==> src/rtl/cib_pkg.sv <==
package cib_pkg;

    localparam int unsigned CODE_W = 10;

    // K28.5 in both disparity forms, bit 9 serialized first
    localparam logic [CODE_W-1:0] K285_RDN = 10'b0011111010;
    localparam logic [CODE_W-1:0] K285_RDP = 10'b1100000101;

    typedef enum logic {
        PH_BURST = 1'b0,
        PH_PASS  = 1'b1
    } phase_e;

    typedef struct packed {
        phase_e            phase;
        logic [1:0]        beat;
        logic [CODE_W-1:0] word;
        logic              vld;
    } tx_state_t;

endpackage

==> src/rtl/cib_disparity.sv <==
module cib_disparity #(
    parameter int unsigned W = 10
) (
    input  logic         clk,
    input  logic         rst_n,
    input  logic         upd,
    input  logic [W-1:0] word,
    output logic         rd_pos
);
    localparam int unsigned CNT_W = $clog2(W + 1);
    localparam int unsigned HALF  = W / 2;

    logic [CNT_W-1:0] ones;
    logic             rd_d, rd_q;

    always_comb begin
        ones = '0;
        for (int i = 0; i < W; i++) begin
            ones = ones + CNT_W'(word[i]);
        end
        rd_d = rd_q;
        if (upd) begin
            if (ones > CNT_W'(HALF)) begin
                rd_d = 1'b1;
            end else if (ones < CNT_W'(HALF)) begin
                rd_d = 1'b0;
            end
        end
    end

    always_ff @(posedge clk) begin
        if (!rst_n) begin
            rd_q <= 1'b0;
        end else begin
            rd_q <= rd_d;
        end
    end

    assign rd_pos = rd_q;

    // a balanced word leaves the disparity where it was
    p_balanced_hold_r4: assert property (@(posedge clk) disable iff (!rst_n)
        (upd && $countones(word) == HALF) |=> $stable(rd_pos));

endmodule

==> src/rtl/cib_cell_counter.sv <==
module cib_cell_counter #(
    parameter int unsigned CNT_W = 16
) (
    input  logic             clk,
    input  logic             rst_n,
    input  logic             clear,
    input  logic             cell_done,
    input  logic [CNT_W-1:0] interval,
    output logic             due
);
    logic [CNT_W-1:0] cnt_d, cnt_q;
    logic [CNT_W:0]   next_cnt;

    always_comb begin
        next_cnt = {1'b0, cnt_q} + 1'b1;
        due      = cell_done && (interval != '0) && (next_cnt >= {1'b0, interval});
        cnt_d    = cnt_q;
        if (clear) begin
            cnt_d = '0;
        end else if (cell_done && !due) begin
            cnt_d = next_cnt[CNT_W-1:0];
        end
    end

    always_ff @(posedge clk) begin
        if (!rst_n) begin
            cnt_q <= '0;
        end else begin
            cnt_q <= cnt_d;
        end
    end

    // a zero interval never requests a burst
    p_zero_interval_r9: assert property (@(posedge clk) disable iff (!rst_n)
        (interval == '0) |-> !due);

endmodule

==> src/rtl/comma_burst_inserter.sv <==
module comma_burst_inserter
    import cib_pkg::*;
#(
    parameter int unsigned CNT_W     = 16,
    parameter int unsigned BURST_LEN = 3
) (
    input  logic              clk,
    input  logic              rst_n,
    input  logic              in_valid,
    output logic              in_ready,
    input  logic [CODE_W-1:0] in_data,
    input  logic              in_eoc,
    input  logic [CNT_W-1:0]  cell_interval,
    output logic [CODE_W-1:0] out_data,
    output logic              out_valid
);
    localparam logic [1:0] LAST_BEAT = 2'(BURST_LEN - 1);

    tx_state_t st_d, st_q;
    logic      rd_pos;
    logic      cell_done;
    logic      burst_done;
    logic      due;

    cib_disparity #(.W(CODE_W)) u_disp (
        .clk    (clk),
        .rst_n  (rst_n),
        .upd    (st_d.vld),
        .word   (st_d.word),
        .rd_pos (rd_pos)
    );

    cib_cell_counter #(.CNT_W(CNT_W)) u_cells (
        .clk       (clk),
        .rst_n     (rst_n),
        .clear     (burst_done),
        .cell_done (cell_done),
        .interval  (cell_interval),
        .due       (due)
    );

    always_comb begin
        st_d       = st_q;
        st_d.vld   = 1'b0;
        st_d.word  = '0;
        in_ready   = 1'b0;
        cell_done  = 1'b0;
        burst_done = 1'b0;
        case (st_q.phase)
            PH_BURST: begin
                st_d.vld  = 1'b1;
                st_d.word = rd_pos ? K285_RDP : K285_RDN;
                if (st_q.beat == LAST_BEAT) begin
                    st_d.phase = PH_PASS;
                    st_d.beat  = '0;
                    burst_done = 1'b1;
                end else begin
                    st_d.beat = st_q.beat + 2'd1;
                end
            end
            default: begin
                in_ready = 1'b1;
                if (in_valid) begin
                    st_d.vld  = 1'b1;
                    st_d.word = in_data;
                    cell_done = in_eoc;
                    if (due) begin
                        st_d.phase = PH_BURST;
                        st_d.beat  = '0;
                    end
                end
            end
        endcase
    end

    always_ff @(posedge clk) begin
        if (!rst_n) begin
            st_q <= '{phase: PH_BURST, beat: '0, word: '0, vld: 1'b0};
        end else begin
            st_q <= st_d;
        end
    end

    assign out_data  = st_q.word;
    assign out_valid = st_q.vld;

    // Run length of in_ready low, kept for the burst-length check only
    logic [2:0] low_run_q;
    always_ff @(posedge clk) begin
        if (!rst_n) begin
            low_run_q <= '0;
        end else if (in_ready) begin
            low_run_q <= '0;
        end else if (low_run_q != 3'd7) begin
            low_run_q <= low_run_q + 3'd1;
        end
    end

    // an accepted word is forwarded unchanged one cycle later
    p_forward_r8: assert property (@(posedge clk) disable iff (!rst_n)
        (in_valid && in_ready) |=> (out_valid && out_data == $past(in_data)));

    // every cycle with in_ready low sends a K28.5 in one of its two forms
    p_comma_form_r3: assert property (@(posedge clk) disable iff (!rst_n)
        !in_ready |=> (out_valid && (out_data == K285_RDN || out_data == K285_RDP)));

    // in_ready is held low for exactly the burst length
    p_burst_len_r5: assert property (@(posedge clk) disable iff (!rst_n)
        $rose(in_ready) |-> (low_run_q == 3'(BURST_LEN)));

    // in_ready only falls after an end-of-cell word was taken
    p_boundary_r7: assert property (@(posedge clk) disable iff (!rst_n)
        $fell(in_ready) |-> $past(in_valid && in_eoc));

    // no output in the first cycle out of reset
    p_reset_quiet_r1: assert property (@(posedge clk)
        !rst_n |=> (!out_valid && !in_ready));

endmodule

==> config.mk <==
export PLATFORM = sky130hd
export DESIGN_NAME = comma_burst_inserter
export DESIGN_NICKNAME = d
export VERILOG_FILES = /design/src/rtl/cib_pkg.sv /design/src/rtl/cib_disparity.sv /design/src/rtl/cib_cell_counter.sv /design/src/rtl/comma_burst_inserter.sv
export SDC_FILE = /design/constraint.sdc
export NUM_CORES = 1
export LEC_CHECK = 0
export BUFFER_PORTS_ARGS = -buffer_cell sky130_fd_sc_hd__buf_2
export CAP_MARGIN = 20
export CORE_UTILIZATION = 50
export DETAILED_ROUTE_END_ITERATION = 16
export PLACE_DENSITY = 0.72
export SLEW_MARGIN = 10
export SYNTH_ARGS = -nofsm -noshare
export SYNTH_HDL_FRONTEND = slang
export SYNTH_SLANG_ARGS = --single-unit
==> constraint.sdc <==
create_clock -name clk -period 7.55 [get_ports clk]
set_input_delay 0.3775 -clock clk [delete_from_list [all_inputs] [get_ports clk]]
set_output_delay 0.3775 -clock clk [all_outputs]
set_load 0.01 [all_outputs]
==> results.tsv <==
stage	metric	value	unit
floorplan	Chip Width	71.8	um
sta	max-slew headroom at the worst pin	37.3	%
synthesis	Unique masters post-synth	46	
cts	CTS clock-pin slew for the worst setup and hold paths	0.07	ns
setup_path	Critical Path AT	4.50	ns
pwr	Switching Fraction	39.7	%
synthesis	number of enable flip-flop cells after synthesis	0	
synthesis	most used flip-flop cell after synthesis	sky130_fd_sc_hd__dfxtp_1	
cts	CTS H-tree depth	2	
sta	highest clock frequency the design can meet	0.231	GHz
finish	commonest cells after routing, fill and taps aside	41 x sky130_fd_sc_hd__buf_2, 33 x sky130_fd_sc_hd__nand2_1, 31 x sky130_fd_sc_hd__dfxtp_1	
cts	Hold-fix buffers, CTS	0	
synthesis	cell taking the most area after synthesis	sky130_fd_sc_hd__dfxtp_1	
finish	number of fillers in the final layout	444	
setup_path	startpoint type of the worst setup path	flip-flop	
sta	final count of pins violating max slew	0	
sta	actual transition at the worst max-transition pin	0.941	ns
sta	setup violators final	0	
grt	routing usage on met1	24.9	%
sta	final critical-path required period	4.32	ns
job	number of maximum-capacitance violations	0	
synthesis	sequential area share after synthesis	25.5	%
pwr	proportion of power drawn by the clock network	18.8	%
floorplan	overall die height	71.8	um
floorplan	number of placement rows	25	
pwr	sequential share of power	24.5	%
sta	setup total negative slack	0	ns
finish	Finished Cell Area	0.00269	mm2
finish	combined area of the multi-input logic cells	0.00159	mm2
sta	crit share post-route	57.3	%
cts	Sink Count	31	
grt	met3 demand-to-capacity share in global routing	4.08	%
outcome	outcome	complete, no violations	
grt	largest net degree at the start of global routing	32	
grt	number of antenna violations at the first check in global routing	0	
cts	Clock Root Buffer	sky130_fd_sc_hd__clkbuf_8	
detailed_routing	total wire length	4790	um
detailed_routing	drt first pass iters	4	
grt	busiest layer in global routing	met2	
finish	leading cell type in the layout, fill and taps excluded	sky130_fd_sc_hd__buf_2	
grt	vias in the first global route	1803	
synthesis	top cells by area in the synthesized netlist	sky130_fd_sc_hd__dfxtp_1 25%, sky130_fd_sc_hd__ha_1 11%, sky130_fd_sc_hd__mux2i_1 6.2%, sky130_fd_sc_hd__nand2_1 5.1%, sky130_fd_sc_hd__fa_1 4.9%	
pwr	share of power burned in combinational logic	56.7	%
grt	met2 track demand over resource	33.2	%
finish	ANT cells	0	
detailed_routing	number of nets with antenna violations after routing	0	
finish	post-layout instance count excluding filler cells	372	
floorplan	number of primary I/O pins	42	
floorplan	floorplan core area	0.00469	mm2
finish	final core utilization	57.2	%
synthesis	number of warnings reported in the yosys synthesis log	0	
place	final HPWL from detailed placement	3680	um
synthesis	async set-or-reset flop fraction in the synthesized netlist	0	%
grt	remaining global-route overflow	0	
place	RD Place Congestion	0.841	
pwr	total net switching power	309	uW
detailed_routing	violation count after the first detailed-route iteration	89	
pwr	Max VDD drop	0.336	mV
finish	Area Growth Syn to Fin	10.2	%
detailed_routing	number of vias per cell after detailed routing	5.36	
detailed_routing	post-detailed-route DRC marker count	0	
synthesis	number of instances in the synthesized netlist	290	
synthesis	cell area after technology mapping	0.00244	mm2
synthesis	number of register bits inferred by synthesis	31	
cts	clock latency reported for the late side of the worst-skew pair	0.28	ns
synthesis	post-synth top area share	25.5	%
hold_path	startpoint of the worst hold path	in_data[9]	
cts	Post-CTS Resized	0	
synthesis	mean cell area of the mapped netlist	8.40	um2
place	total placed instance area	0.00258	mm2
pwr	leakage component of the power	0.00129	uW
place	cell count after placement	364	
cts	clock buffer count from CTS	5	
finish	Storage cell area	621	um2
cts	Post-CTS Setup Bufs	0	
place	buffers added on ports	41	
hold_path	class of the most critical hold timing path	in2reg	
sta	RSZ-0062 raised after global routing	false	
pwr	PD cells	290	mW/mm2
sta	final-report hold violation count	0	
cts	Bufs on Longest Clock Path	2	
detailed_routing	Avg WL per Cell	12.9	um
floorplan	Initial Utilization	51.9	%
synthesis	syn_nets	348	
setup_path	sort of element at the end of the critical path	flip-flop	
floorplan	floorplan die area	0.00516	mm2
finish	total number of nets in the final design	375	
setup_path	reg2reg start	st_q[13]	
setup_path	path type of the worst setup path	reg2reg	
sta	Worst Clk Skew	0.00474	ns
pwr	Pint	469	uW
setup_path	data required time at the worst endpoint	7.72	ns
grt	first-pass GRT wire length	7850	um
finish	fraction of final layout cells with drive strength greater than 1	18.2	%
detailed_routing	count of vias placed by the detailed router	1995	
setup_path	Max FO, Critical Path	11	
cts	CTS tree	built	
grt	overall fraction of global-route tracks in use	19.5	%
setup_path	critical path launch point	st_q[13]	
==> final cells by class <==
class                      instances  share of cell area, %
tap                               54                   2.52
sequential                        31                   23.1
timing repair buffer              41                   7.64
clock buffer                       8                   3.73
multi-input combinational        210                   59.1
inverter                          28                   3.91
==> state kept, by name, indices dropped and copies added, names as in the netlist <==
signal,count
u_disp.rd_pos,1
out_data,10
st_q,3
u_cells.cnt_q,16
out_valid,1
==> worst max-delay path, cell delays in order, from the launching register on <==
cell	delay, ns
sky130_fd_sc_hd__dfxtp_1	0.46
sky130_fd_sc_hd__and2_1	0.39
sky130_fd_sc_hd__a21o_1	0.19
sky130_fd_sc_hd__ha_1	0.23
sky130_fd_sc_hd__inv_1	0.07
sky130_fd_sc_hd__fa_1	0.42
sky130_fd_sc_hd__fa_1	0.51
sky130_fd_sc_hd__fa_1	0.41
sky130_fd_sc_hd__inv_1	0.08
sky130_fd_sc_hd__fa_1	0.20
sky130_fd_sc_hd__inv_1	0.06
sky130_fd_sc_hd__fa_1	0.50
sky130_fd_sc_hd__inv_1	0.05
sky130_fd_sc_hd__a221oi_1	0.28
sky130_fd_sc_hd__o21ai_0	0.13
sky130_fd_sc_hd__a22oi_1	0.19
sky130_fd_sc_hd__nor2b_1	0.06
==> power groups by stage <==
stage | sequential [uW] | combinational (uW) | clock (uW)
finish | 191 | 441 | 146
global route | 193 | 509 | 156
CTS | 191 | 444 | 149
detailed placement | 194 | 445 | 0
global placement | 194 | 415 | 0
floorplan | 193 | 364 | 0
==> per-layer routing <==
layer / vias up / part of all wire (%)
li1: 1043 / -
met1: 908 / 48
met2: 39 / 47
met3: 5 / 3.7
met4: 0 / 1.2
met5: - / 0
==> synth_stat cells, types with 2 or more instances <==
| master | n |
|---|---|
| sky130_fd_sc_hd__clkbuf_1 | 9 |
| sky130_fd_sc_hd__nand2b_1 | 16 |
| sky130_fd_sc_hd__or2_2 | 2 |
| sky130_fd_sc_hd__nand4_1 | 7 |
| sky130_fd_sc_hd__nor4_1 | 4 |
| sky130_fd_sc_hd__xnor2_1 | 3 |
| sky130_fd_sc_hd__nor2_1 | 14 |
| sky130_fd_sc_hd__a21oi_1 | 18 |
| sky130_fd_sc_hd__and2_1 | 7 |
| sky130_fd_sc_hd__and3_1 | 3 |
| sky130_fd_sc_hd__o21ai_0 | 3 |
| sky130_fd_sc_hd__xor2_1 | 12 |
| sky130_fd_sc_hd__nor2b_1 | 8 |
| sky130_fd_sc_hd__a2111oi_0 | 6 |
| sky130_fd_sc_hd__nand2_1 | 33 |
| sky130_fd_sc_hd__inv_1 | 28 |
| sky130_fd_sc_hd__dfxtp_1 | 31 |
| sky130_fd_sc_hd__buf_4 | 10 |
| sky130_fd_sc_hd__a21o_1 | 6 |
| sky130_fd_sc_hd__nand3_1 | 3 |
| sky130_fd_sc_hd__fa_1 | 6 |
| sky130_fd_sc_hd__ha_1 | 22 |
| sky130_fd_sc_hd__mux2i_1 | 15 |
| sky130_fd_sc_hd__a2111oi_2 | 2 |
==> worst paths after layout <==
check	to	slack, ns	cells past startpoint
min reg2reg	u_cells.cnt_q[12]	0.48	2
min	out_data[9]	0.41	3
max reg2reg	u_disp.rd_pos	3.23	16
max	u_disp.rd_pos	3.23	16
==> cell families after synthesis <==
| logic type | share of synthesized area (%) |
|---|---|
| AOI/OAI and AO/OA | 15.0 |
| xor gates and xnor gates | 5.39 |
| adders and majority gates | 16.2 |
| buffers and inverters | 9.40 |
| DFF | 25.5 |
| muxes | 6.78 |
| and+or+nand+nor | 21.7 |
==> per-stage QoR <==
step | hold WS, ns | setup slack, ns | total power (uW)
finish | 0.413 | 3.23 | 778
global route | 0.444 | 2.90 | 857
CTS | 0.406 | 3.22 | 785
floorplan | 0.447 | 3.40 | 557
detailed placement | 0.476 | 3.20 | 639
global placement | 0.463 | 3.36 | 608
Power figures use the tool's default switching activity.
